===== config.mk =====
export PLATFORM = sky130hd
export DESIGN_NAME = rxq_tagfifo
export DESIGN_NICKNAME = d
export VERILOG_FILES = /design/src/rtl/rxq_pkg.sv /design/src/rtl/rxq_store.sv /design/src/rtl/rxq_wrctl.sv /design/src/rtl/rxq_level.sv /design/src/rtl/rxq_tagfifo.sv
export SDC_FILE = /design/constraint.sdc
export NUM_CORES = 1
export LEC_CHECK = 0
export ABC_CLOCK_PERIOD_IN_PS = 3500
export BUFFER_PORTS_ARGS = -buffer_cell sky130_fd_sc_hd__buf_2
export CORE_UTILIZATION = 61
export DETAILED_ROUTE_END_ITERATION = 6
export PLACE_DENSITY_LB_ADDON = 0.08
export SYNTH_ARGS = -nofsm -noshare
export SYNTH_HDL_FRONTEND = slang
export SYNTH_SLANG_ARGS = --single-unit

===== constraint.sdc =====
create_clock -name clk -period 3.5 [get_ports clk]
set_input_delay 0.875 -clock clk [delete_from_list [all_inputs] [get_ports clk]]
set_output_delay 0.875 -clock clk [all_outputs]
set_load 0.03 [all_outputs]

===== src/rtl/rxq_pkg.sv =====
// Shared encodings for the tagged receive queue.
package rxq_pkg;
    // Packet-position tag stored beside each byte.
    typedef enum logic [1:0] {
        TAG_MID      = 2'b00,
        TAG_FIRST    = 2'b01,
        TAG_GOOD_END = 2'b10,
        TAG_BAD_END  = 2'b11
    } tag_t;

    // Encoded fill condition reported to software.
    typedef enum logic [1:0] {
        FS_EMPTY = 2'b00,
        FS_BELOW = 2'b01,
        FS_HIGH  = 2'b11,
        FS_OVF   = 2'b10
    } fill_t;
endpackage


===== src/rtl/rxq_store.sv =====
// Circular byte store with a tag per entry.
// Assumes: push is never asserted when full (the write controller guarantees it).
// A pop on an empty store is ignored. Head outputs are zero when empty.
module rxq_store #(
    parameter int DEPTH = 19,
    parameter int DW    = 8,
    localparam int AW   = (DEPTH > 1) ? $clog2(DEPTH) : 1,
    localparam int CW   = $clog2(DEPTH + 1)
) (
    input  logic          clk,
    input  logic          rst_n,
    input  logic          push,
    input  logic [DW-1:0] push_data,
    input  logic [1:0]    push_tag,
    input  logic          pop_req,
    output logic [DW-1:0] head_data,
    output logic [1:0]    head_tag,
    output logic [CW-1:0] count
);
    localparam int EW = DW + 2;

    logic [EW-1:0] mem [DEPTH];
    logic [AW-1:0] wr_ptr, rd_ptr;
    logic [CW-1:0] cnt_q;
    logic          pop;

    assign pop   = pop_req && (cnt_q != '0);
    assign count = cnt_q;

    // Advance a pointer with wrap at DEPTH.
    function automatic logic [AW-1:0] bump(input logic [AW-1:0] p);
        return (p == AW'(DEPTH - 1)) ? '0 : p + 1'b1;
    endfunction

    // Entry storage, written on push.
    always_ff @(posedge clk) begin
        if (push) mem[wr_ptr] <= {push_tag, push_data};
    end

    // Pointer and occupancy tracking.
    always_ff @(posedge clk) begin
        if (!rst_n) begin
            wr_ptr <= '0;
            rd_ptr <= '0;
            cnt_q  <= '0;
        end else begin
            if (push) wr_ptr <= bump(wr_ptr);
            if (pop)  rd_ptr <= bump(rd_ptr);
            case ({push, pop})
                2'b10:   cnt_q <= cnt_q + 1'b1;
                2'b01:   cnt_q <= cnt_q - 1'b1;
                default: cnt_q <= cnt_q;
            endcase
        end
    end

    // Head view: zero when nothing is stored.
    always_comb begin
        if (cnt_q != '0) begin
            head_data = mem[rd_ptr][DW-1:0];
            head_tag  = mem[rd_ptr][EW-1:DW];
        end else begin
            head_data = '0;
            head_tag  = 2'b00;
        end
    end

    assert_cnt_bound_R1: assert property (@(posedge clk) disable iff (!rst_n)
        cnt_q <= CW'(DEPTH));
    assert_empty_read_still_R4: assert property (@(posedge clk) disable iff (!rst_n)
        (pop_req && cnt_q == '0 && !push) |=> ($stable(rd_ptr) && cnt_q == '0));
    assert_rw_same_count_R11: assert property (@(posedge clk) disable iff (!rst_n)
        (push && pop_req && cnt_q != '0) |=> $stable(cnt_q));
endmodule


===== src/rtl/rxq_wrctl.sv =====
// Write-side gate: builds the entry tag, blocks writes into a full store,
// and tracks the receiver-disable and sticky overflow conditions.
// Assumes: flag_seen is a one-cycle pulse from the deframer.
module rxq_wrctl
    import rxq_pkg::*;
(
    input  logic       clk,
    input  logic       rst_n,
    input  logic       wr_stb,
    input  logic       wr_first,
    input  logic       wr_last,
    input  logic       wr_fcs_ok,
    input  logic       wr_abort,
    input  logic       flag_seen,
    input  logic       full,
    output logic       push,
    output logic [1:0] push_tag,
    output logic       ovf
);
    logic dis_q, ovf_q, attempt, spill;

    assign attempt = wr_stb && !dis_q;
    assign push    = attempt && !full;
    assign spill   = attempt && full;
    assign ovf     = ovf_q;

    // Tag selection: a closing byte wins over an opening one.
    always_comb begin
        tag_t t;
        if (wr_last)
            t = (wr_fcs_ok && !wr_abort) ? TAG_GOOD_END : TAG_BAD_END;
        else if (wr_first)
            t = TAG_FIRST;
        else
            t = TAG_MID;
        push_tag = t;
    end

    // Receiver disable: set by a spill, released by the next flag.
    always_ff @(posedge clk) begin
        if (!rst_n)         dis_q <= 1'b0;
        else if (spill)     dis_q <= 1'b1;
        else if (flag_seen) dis_q <= 1'b0;
    end

    // Sticky overflow: released only by a flag seen below full.
    always_ff @(posedge clk) begin
        if (!rst_n)                  ovf_q <= 1'b0;
        else if (spill)              ovf_q <= 1'b1;
        else if (flag_seen && !full) ovf_q <= 1'b0;
    end

    assert_drop_while_off_R8: assert property (@(posedge clk) disable iff (!rst_n)
        dis_q |-> !push);
    assert_spill_sets_ovf_R8: assert property (@(posedge clk) disable iff (!rst_n)
        (wr_stb && !dis_q && full) |=> (ovf_q && dis_q));
    assert_full_blocks_R9: assert property (@(posedge clk) disable iff (!rst_n)
        full |-> !push);
    assert_ovf_hold_R10: assert property (@(posedge clk) disable iff (!rst_n)
        (ovf_q && !(flag_seen && !full)) |=> ovf_q);
    assert_last_bad_R3: assert property (@(posedge clk) disable iff (!rst_n)
        (push && wr_last && (!wr_fcs_ok || wr_abort)) |-> push_tag == 2'b11);
endmodule


===== src/rtl/rxq_level.sv =====
// Fill-state encoder and threshold interrupt.
// Assumes: count comes from a register. The event is set one cycle after
// the count first reaches the selected threshold.
module rxq_level
    import rxq_pkg::*;
#(
    parameter int DEPTH  = 19,
    parameter int THR_HI = 15,
    parameter int THR_LO = 5,
    localparam int CW    = $clog2(DEPTH + 1)
) (
    input  logic          clk,
    input  logic          rst_n,
    input  logic [CW-1:0] count,
    input  logic          ovf,
    input  logic          thr_low,
    input  logic          ien_load,
    input  logic          ien_value,
    input  logic          irq_clr,
    output logic [1:0]    fill_state,
    output logic          irq
);
    logic [CW-1:0] thr, cnt_d;
    logic          evt_q, ien_q, reach;

    assign thr   = thr_low ? CW'(THR_LO) : CW'(THR_HI);
    assign reach = (count >= thr) && (cnt_d < thr);
    assign irq   = evt_q && ien_q;

    // Fill encoding with overflow taking precedence.
    always_comb begin
        fill_t f;
        if (ovf)                f = FS_OVF;
        else if (count == '0)   f = FS_EMPTY;
        else if (count >= thr)  f = FS_HIGH;
        else                    f = FS_BELOW;
        fill_state = f;
    end

    // Delayed count for crossing detection.
    always_ff @(posedge clk) begin
        if (!rst_n) cnt_d <= '0;
        else        cnt_d <= count;
    end

    // Held threshold event; a new crossing wins over a clear.
    always_ff @(posedge clk) begin
        if (!rst_n)       evt_q <= 1'b0;
        else if (reach)   evt_q <= 1'b1;
        else if (irq_clr) evt_q <= 1'b0;
    end

    // Interrupt enable, masked after reset.
    always_ff @(posedge clk) begin
        if (!rst_n)        ien_q <= 1'b0;
        else if (ien_load) ien_q <= ien_value;
    end

    assert_irq_masked_R7: assert property (@(posedge clk) disable iff (!rst_n)
        !ien_q |-> !irq);
    assert_evt_hold_R7: assert property (@(posedge clk) disable iff (!rst_n)
        (evt_q && !irq_clr) |=> evt_q);
    assert_ovf_code_R5: assert property (@(posedge clk) disable iff (!rst_n)
        ovf |-> fill_state == 2'b10);
endmodule


===== src/rtl/rxq_tagfifo.sv =====
// Tagged HDLC receive queue: write gate, byte store and level/interrupt logic.
// Assumes: deframer strobes are single-cycle and synchronous to clk.
module rxq_tagfifo #(
    parameter int DEPTH  = 19,
    parameter int DW     = 8,
    parameter int THR_HI = 15,
    parameter int THR_LO = 5
) (
    input  logic          clk,
    input  logic          rst_n,
    input  logic          wr_stb,
    input  logic [DW-1:0] wr_data,
    input  logic          wr_first,
    input  logic          wr_last,
    input  logic          wr_fcs_ok,
    input  logic          wr_abort,
    input  logic          flag_seen,
    input  logic          rd_stb,
    output logic [DW-1:0] rd_data,
    output logic [1:0]    rd_tag,
    output logic [1:0]    fill_state,
    input  logic          thr_low,
    input  logic          ien_load,
    input  logic          ien_value,
    input  logic          irq_clr,
    output logic          irq
);
    localparam int CW = $clog2(DEPTH + 1);

    logic          push, ovf, full;
    logic [1:0]    push_tag;
    logic [CW-1:0] count;

    assign full = (count == CW'(DEPTH));

    rxq_wrctl u_wrctl (
        .clk(clk), .rst_n(rst_n), .wr_stb(wr_stb), .wr_first(wr_first),
        .wr_last(wr_last), .wr_fcs_ok(wr_fcs_ok), .wr_abort(wr_abort),
        .flag_seen(flag_seen), .full(full), .push(push),
        .push_tag(push_tag), .ovf(ovf)
    );

    rxq_store #(.DEPTH(DEPTH), .DW(DW)) u_store (
        .clk(clk), .rst_n(rst_n), .push(push), .push_data(wr_data),
        .push_tag(push_tag), .pop_req(rd_stb), .head_data(rd_data),
        .head_tag(rd_tag), .count(count)
    );

    rxq_level #(.DEPTH(DEPTH), .THR_HI(THR_HI), .THR_LO(THR_LO)) u_level (
        .clk(clk), .rst_n(rst_n), .count(count), .ovf(ovf),
        .thr_low(thr_low), .ien_load(ien_load), .ien_value(ien_value),
        .irq_clr(irq_clr), .fill_state(fill_state), .irq(irq)
    );

    assert_first_tag_R2: assert property (@(posedge clk) disable iff (!rst_n)
        (push && wr_first && !wr_last) |-> push_tag == 2'b01);
endmodule


==> run_results.csv, run 1 <==
group,metric,value,unit
run_status,run_status,"finished, final reports clean",
die,floorplan.die.width,123,um
logic_synthesis,ys_warn_count,0,
logic_synthesis,syn_area,8930,sq um
routing,drc,0,
grt,grt.overflow.total,0,
routing,route.vias.total,4930,
cells_and_area,synthToLayoutAreaGrowth,15.2,%
routing,dr.max_layer_used,"met4",
cells_and_area,post_layout_instance_count_excluding_filler_cells,788,
sta,timing_max_transition_violations_final,0,
power_and_ir_drop,internal_power,4.88,mW
power_and_ir_drop,p_leak,3.46,nW
die,fp.dieH,123,um
worst_setup_path,worst_r2r_startpoint,"u_store.count[4]",
die,rows,43,
clock_tree,cts.clk_slew.worst_paths,0.06,ns
sta,fin_hold_ws,0.530,ns
grt,grt_pass1_vias,5157,
sta,post-route-min-period,3.42,ns
sta,max-slew-margin-rel,58.7,%
logic_synthesis,yosys-top-cells-area,"sky130_fd_sc_hd__edfxtp_1 (64%), sky130_fd_sc_hd__mux4_2 (10%), sky130_fd_sc_hd__dfxtp_1 (6.5%)",
worst_setup_path,reg2regPathDepth,10,
die,fp.dieArea,15100,sq um
clock_tree,tritoncts,"built",
worst_setup_path,timing.critical_path.fanout_max,20,
grt,largest_net_degree_at_the_start_of_global_routing,41,
hold_path,endpoint_of_the_worst_hold_timing_path,"u_level.ien_q",
clock_tree,clock_sinks,219,
power_and_ir_drop,seqPwrFrac,43.1,%
grt,grt_use_total,26.1,%
logic_synthesis,ys_types,48,
die,core_area,14100,sq um
worst_setup_path,rrSetupSlack,0.39,ns
clock_tree,cts.path.max_buffers,3,
routing,wl_met3,1020,um
logic_synthesis,most_used_flip_flop_cell_after_synthesis,"sky130_fd_sc_hd__edfxtp_1",
worst_setup_path,worstSetupEndpointType,"output pin",
worst_setup_path,r2r-end,"u_store.count[4]",
clock_tree,cts.htree.levels,1,
power_and_ir_drop,netSwitchingPower,2.10,mW
sta,final_hold_viol_count,0,
logic_synthesis,synth_top_cell_area_share,63.9,%
sta,timing.fmax,0.293,GHz
power_and_ir_drop,swShare,30.0,%
worst_setup_path,nature_of_the_critical_path_startpoint,"register",
routing,met2_wirelength,9550,um
hold_path,worst_hold_stages,2,
sta,timing.final.setup_violations,0,
grt,antenna_found_initial,0,
power_and_ir_drop,power_per_cell_area,678,nW/um^2
clock_tree,clkLatencyLatePin,0.51,ns
power_and_ir_drop,combPwrFrac,24.7,%
cells_and_area,antenna-diode-count,0,
place,buffer_ports.inserted,33,
routing,detail_route.first_pass.iterations,5,
place,post-place-cells,745,
sta,grt_setup_unrepaired,"true",
routing,route.detailed.vias_per_inst,6.26,
place,dp.final_hpwl,11500,um
sta,post_route_clock_period_utilization,97.7,%
worst_setup_path,worstPathArrival,2.54,ns
cells_and_area,drive_above_1_share,26.3,%
logic_synthesis,postSynthCellCount,523,
flow_run,timing.max_cap.violations,0,
routing,detail-route-antenna-nets,0,
hold_path,hp-start,"u_level.ien_q",
hold_path,min_path_type,"register to register",
routing,wire_per_inst,23.5,um
die,floorplan.initialDensity,63.3,%
logic_synthesis,synth-edff-count,190,
logic_synthesis,synth.largest_area_cell,"sky130_fd_sc_hd__edfxtp_1",
logic_synthesis,synth_nets,557,
routing,initialDrtViolationCount,414,
worst_setup_path,critical_path_class,"register to output pin",
power_and_ir_drop,vdd_drop_max,0.000460,V
clock_tree,cts_made_buffers,23,
worst_setup_path,worstPathRequired,2.62,ns
power_and_ir_drop,power_frac_clock,32.2,%
routing,wirelength_met1,7460,um
sta,worst_slew_pin_slew,0.618,ns
logic_synthesis,ys_seq_elements,219,
cells_and_area,finish.utilization,73.0,%
routing,finalWirelength,18500,um
cells_and_area,layout.nets,626,
logic_synthesis,postSynth.asyncResetShare,0,%
place,gpl.final_weighted_congestion,0.832,
grt,grt_pass1_wl,28200,um
logic_synthesis,ys_seq_area_share,70.4,%
logic_synthesis,post_synth.cell_area_avg,17.1,sq um
die,io_pins,34,
clock_tree,cts-root-buf,"sky130_fd_sc_hd__clkbuf_16",
sta,timing.setup.tns,0,ns
sta,skew,0.0182,ns
==> critical path, cell delays in order, from the launching register on <==
cell	delay [ns]
sky130_fd_sc_hd__dfxtp_2	0.41
sky130_fd_sc_hd__buf_16	0.23
sky130_fd_sc_hd__mux4_2	0.55
sky130_fd_sc_hd__mux2i_2	0.25
sky130_fd_sc_hd__o22a_1	0.19
sky130_fd_sc_hd__o21ai_0	0.15
sky130_fd_sc_hd__buf_2	0.23
==> synth_stat cells (2+ instances only) <==
| cell type | instances |
|---|---|
| sky130_fd_sc_hd__a211oi_1 | 4 |
| sky130_fd_sc_hd__a21o_1 | 2 |
| sky130_fd_sc_hd__a21oi_1 | 17 |
| sky130_fd_sc_hd__a311oi_1 | 2 |
| sky130_fd_sc_hd__a31oi_1 | 2 |
| sky130_fd_sc_hd__and2_1 | 8 |
| sky130_fd_sc_hd__and3_1 | 2 |
| sky130_fd_sc_hd__buf_2 | 6 |
| sky130_fd_sc_hd__clkbuf_1 | 17 |
| sky130_fd_sc_hd__dfxtp_1 | 29 |
| sky130_fd_sc_hd__edfxtp_1 | 190 |
| sky130_fd_sc_hd__ha_1 | 13 |
| sky130_fd_sc_hd__inv_1 | 9 |
| sky130_fd_sc_hd__mux2i_1 | 34 |
| sky130_fd_sc_hd__mux4_2 | 40 |
| sky130_fd_sc_hd__nand2_1 | 13 |
| sky130_fd_sc_hd__nand2b_1 | 3 |
| sky130_fd_sc_hd__nand3b_1 | 2 |
| sky130_fd_sc_hd__nand4_1 | 2 |
| sky130_fd_sc_hd__nor2_1 | 51 |
| sky130_fd_sc_hd__nor2b_1 | 9 |
| sky130_fd_sc_hd__o211ai_1 | 8 |
| sky130_fd_sc_hd__o21a_1 | 3 |
| sky130_fd_sc_hd__o21ai_0 | 12 |
| sky130_fd_sc_hd__o21ai_2 | 2 |
| sky130_fd_sc_hd__o22a_1 | 10 |
| sky130_fd_sc_hd__or2_2 | 4 |
| sky130_fd_sc_hd__or3_1 | 2 |
| sky130_fd_sc_hd__xnor2_1 | 4 |
| sky130_fd_sc_hd__xor2_1 | 5 |
==> what timing repair did <==
item                       4_1_cts  5_1_grt
hold buffers                     0        0
gates resized for setup          2        3
cloned                           1        0
setup buffers                    0        1
setup endpoints to repair        8        7
pin swaps                        0        1
==> final cells by class <==
class                           count  area [sq um]
Timing Repair Buffer               68           510
Tap cell                          180           225
Sequential cell                   219          6290
Inverter                            9          33.8
Clock inverter                     12           103
Clock buffer                       29           598
Multi-Input combinational cell    271          2520
Fill cell                         881          3810
==> cell families after synthesis <==
group	Yosys count	synth area share [%]
flops	219	70.4
fa+ha+maj	13	1.82
simple gates	106	5.94
buf+inv	33	1.51
compound gates	68	5.38
mux	75	14.0
xor+xnor	9	0.883
==> power groups by stage <==
| stage | sequential (mW) | clock [mW] | combinational, mW |
|---|---|---|---|
| after floorplan | 3.03 | 0 | 1.17 |
| after global placement | 3.05 | 0 | 1.62 |
| after detailed placement | 3.05 | 0 | 1.66 |
| after CTS | 3.00 | 2.29 | 1.69 |
| after global routing | 3.01 | 2.38 | 1.85 |
| final | 3.00 | 2.25 | 1.72 |
==> per-stage QoR <==
step | worst slack [ns] | power, mW | instance area [sq um]
finish | 0.0817 | 6.98 | 10300
global route | -0.00191 | 7.24 | 10300
CTS | 0.00702 | 6.98 | 10300
detailed placement | 0.287 | 4.71 | 9500
global placement | 0.413 | 4.66 | 9500
floorplan | 0.399 | 4.20 | 8930
==> registers in the layout, summed over array words and instances, names as in the netlist, named ones only <==
signal and flops:
u_wrctl.ovf 1, u_level.cnt_d 5, u_wrctl.dis_q 1, u_level.evt_q 1
u_store.mem 190, u_store.rd_ptr 5, u_store.wr_ptr 5, u_store.count 5
u_level.ien_q 1
==> metal layers <==
| layer | track usage [%] | vias to the layer above |
|---|---|---|
| met5 | 0 | - |
| met4 | 8.54 | 0 |
| met3 | 4.29 | 37 |
| met2 | 45.6 | 188 |
| met1 | 33.5 | 2510 |
| li1 | - | 2195 |
==> how the worst max path moves through the flow <==
| stage | start | end | slack, ns | cells after the start |
|---|---|---|---|---|
| final | register | rd_data[5] | 0.08 | 6 |
| after global routing | register | rd_tag[0] | -0.002 | 6 |
| after CTS | register | rd_data[5] | 0.007 | 6 |
| after detailed placement | u_store.count[4] | u_store.count[4] | 0.29 | 10 |
| after global placement | thr_low | fill_state[1] | 0.41 | 6 |
| after floorplan | wr_stb | u_store.count[4] | 0.40 | 11 |
==> layout by cell type (no fill, tap or decap), drive strengths merged, types with 5 or more instances in the layout <==
master  instances
a21oi          17
and2            8
buf            67
clkbuf         29
clkinv          9
dfxtp          29
edfxtp        190
ha             13
inv            10
mux2i          34
mux4           40
nand2          13
nor2           51
nor2b           9
o211ai          8
o21ai          16
o22a           10
xor2            5
No activity file was read; power rests on OpenSTA's default activity.
==> run 2, diff against run 1 <==
Settings changed: BUFFER_PORTS_ARGS -buffer_cell sky130_fd_sc_hd__buf_2 to -buffer_cell sky130_fd_sc_hd__buf_4.
==> run 2 against run 1 <==
Against the previous run:
- critical path depth unchanged
- maximum frequency increased by 0.32%
- critical endpoint unchanged
- global-route usage decreased by 1.3 points
- sequential power about the same
- hold slack got worse by 0.010 ns
- sequential share of layout area decreased by 0.37 points
- clock power increased by 11%
- via count decreased by 0.65%
- utilization increased by 0.44 points
- worst setup slack improved by 0.011 ns
==> run_results.csv, run 2 (synthesis gave the netlist of run 1 again) <==
group,metric,value,unit
run_status,run_status,"finished, final reports clean",
cells_and_area,final_common_cell,"sky130_fd_sc_hd__edfxtp_1",
place,gpl.final_weighted_congestion,0.902,
cells_and_area,largest_reg_flops,190,
worst_setup_path,worstPathRequired,2.62,ns
routing,drc,0,
clock_tree,ctsHoldBuffers,0,
power_and_ir_drop,p_leak,3.47,nW
sta,timing.final.setup_violations,0,
routing,detail-route-antenna-nets,0,
routing,initialDrtViolationCount,360,
grt,grt_pass1_vias,5026,
sta,timing_max_transition_violations_final,0,
cells_and_area,multi_input_area,2500,sq um
power_and_ir_drop,vdd_drop_max,0.000552,V
sta,fin_hold_ws,0.519,ns
sta,worst_slew_pin_slew,0.577,ns
clock_tree,post_cts_resized,0,
hold_path,hp-start,"u_level.ien_q",
sta,timing.setup.tns,0,ns
place,dp.final_hpwl,10900,um
cells_and_area,antenna-diode-count,0,
sta,skew,0.00862,ns
clock_tree,cts-root-buf,"sky130_fd_sc_hd__clkbuf_16",
die,floorplan.die.width,123,um
cells_and_area,register_area,6290,sq um
routing,wire_per_inst,22.2,um
grt,grt_use_total,24.8,%
worst_setup_path,worstSetupEndpointType,"output pin",
die,fp.dieArea,15100,sq um
worst_setup_path,nature_of_the_critical_path_startpoint,"register",
die,fp.dieH,123,um
cells_and_area,fillCellCount,893,
routing,detail_route.first_pass.iterations,5,
worst_setup_path,critical_path.top_delay_family,"simple AND/OR/NAND/NOR gates",
place,buffer_ports.inserted,33,
worst_setup_path,rrSetupSlack,0.19,ns
cells_and_area,layout.nets,621,
clock_tree,cts_made_buffers,23,
clock_tree,clkLatencyLatePin,0.49,ns
worst_setup_path,critical_path_class,"register to output pin",
worst_setup_path,worstPathArrival,2.53,ns
worst_setup_path,cpMaxStageDelayCell,"sky130_fd_sc_hd__or4_1",
clock_tree,clock_sinks,219,
place,dp_slack,0.297,ns
worst_setup_path,critical_path_start,"u_store.count[4]",
cells_and_area,synthToLayoutAreaGrowth,15.9,%
sta,post_route_clock_period_utilization,97.4,%
grt,grt_pass1_wl,27500,um
sta,final.setup.worst_slack,0.0926,ns
routing,route.vias.total,4898,
clock_tree,cts.path.max_buffers,3,
sta,post-route-min-period,3.41,ns
cells_and_area,largest_register,"u_store.mem",
grt,grt.overflow.total,0,
worst_setup_path,crit_buf_inv,2,
die,io_pins,34,
die,floorplan.initialDensity,63.3,%
routing,finalWirelength,17400,um
clock_tree,cts.clk_slew.worst_paths,0.06,ns
worst_setup_path,timing.critical_path.mode_cell,"sky130_fd_sc_hd__buf_4",
routing,route.detailed.vias_per_inst,6.26,
worst_setup_path,worstPathCellList,"or4_1 > o21ai_2 > buf_4 > o22a_1 > o21ai_0 > buf_4",
die,rows,43,
cells_and_area,finish.utilization,73.4,%
sta,grt_setup_unrepaired,"false",
hold_path,min_path_type,"register to register",
sta,max-slew-margin-rel,61.2,%
worst_setup_path,cpPeakStageDelay,0.75,ns
cells_and_area,final_cell_mix,"sky130_fd_sc_hd__edfxtp_1 (190), sky130_fd_sc_hd__buf_4 (60), sky130_fd_sc_hd__nor2_1 (51), sky130_fd_sc_hd__mux4_2 (40), sky130_fd_sc_hd__mux2i_1 (34)",
power_and_ir_drop,power_per_cell_area,698,nW/um^2
grt,largest_net_degree_at_the_start_of_global_routing,41,
sta,timing.fmax,0.293,GHz
die,core_area,14100,sq um
sta,final_hold_viol_count,0,
worst_setup_path,timing.critical_path.fanout_max,10,
clock_tree,post_cts_buffers,0,
clock_tree,tritoncts,"built",
grt,antenna_found_initial,0,
clock_tree,cts.htree.levels,1,
flow_run,timing.max_cap.violations,0,
cells_and_area,drive_above_1_share,24.5,%
worst_setup_path,worst_r2r_startpoint,"u_store.count[4]",
## run 2: report_power, final
group	internal [mW]	leakage (nW)	total, mW	switching [mW]
Combinational	0.688	1.14	1.74	1.05
Sequential	2.93	1.95	3.00	0.0708
Clock	1.57	0.381	2.49	0.919
## run 2: layer usage
layer | wire length [um] | track usage (%) | vias up
li1 | - | - | 2179
met1 | 7370 | 33.9 | 2516
met2 | 8880 | 42.6 | 177
met3 | 881 | 3.14 | 26
met4 | 271 | 6.33 | 0
met5 | 0 | 0 | -
## run 2: final timing paths
check                          end  cells after the start
hold reg to reg      u_level.ien_q                      2
setup reg to reg  u_store.count[4]                     10
hold / removal       u_level.ien_q                      2
setup / recovery        rd_data[5]                      6
## run 2: layout make-up
| cell class | count | share of cell area [%] |
|---|---|---|
| inverter | 9 | 0.327 |
| multi-input combinational | 271 | 24.2 |
| sequential | 219 | 60.8 |
| timing repair buffer | 63 | 4.93 |
| clock buffer | 26 | 5.67 |
| clock inverter | 15 | 1.89 |
| tap | 180 | 2.18 |
## run 2: worst register-to-register path, stage by stage, from the launching register on
cell and delay, ns:
sky130_fd_sc_hd__dfxtp_1 0.36, sky130_fd_sc_hd__or4_1 0.75, sky130_fd_sc_hd__o21ai_4 0.27, sky130_fd_sc_hd__inv_1 0.11, sky130_fd_sc_hd__ha_1 0.32, sky130_fd_sc_hd__xor2_1 0.19
sky130_fd_sc_hd__ha_1 0.24, sky130_fd_sc_hd__or2_2 0.29, sky130_fd_sc_hd__a221oi_1 0.35, sky130_fd_sc_hd__or3_1 0.18, sky130_fd_sc_hd__nand4b_1 0.10
## run 2: stage by stage
stage                     instance area (sq um)  cells  power [mW]
after floorplan                            8930    523        4.20
after global placement                     9560    742        4.74
after detailed placement                   9560    742        4.77
after CTS                                 10300    783        7.27
after global routing                      10300    783        7.53
final                                     10300    783        7.22
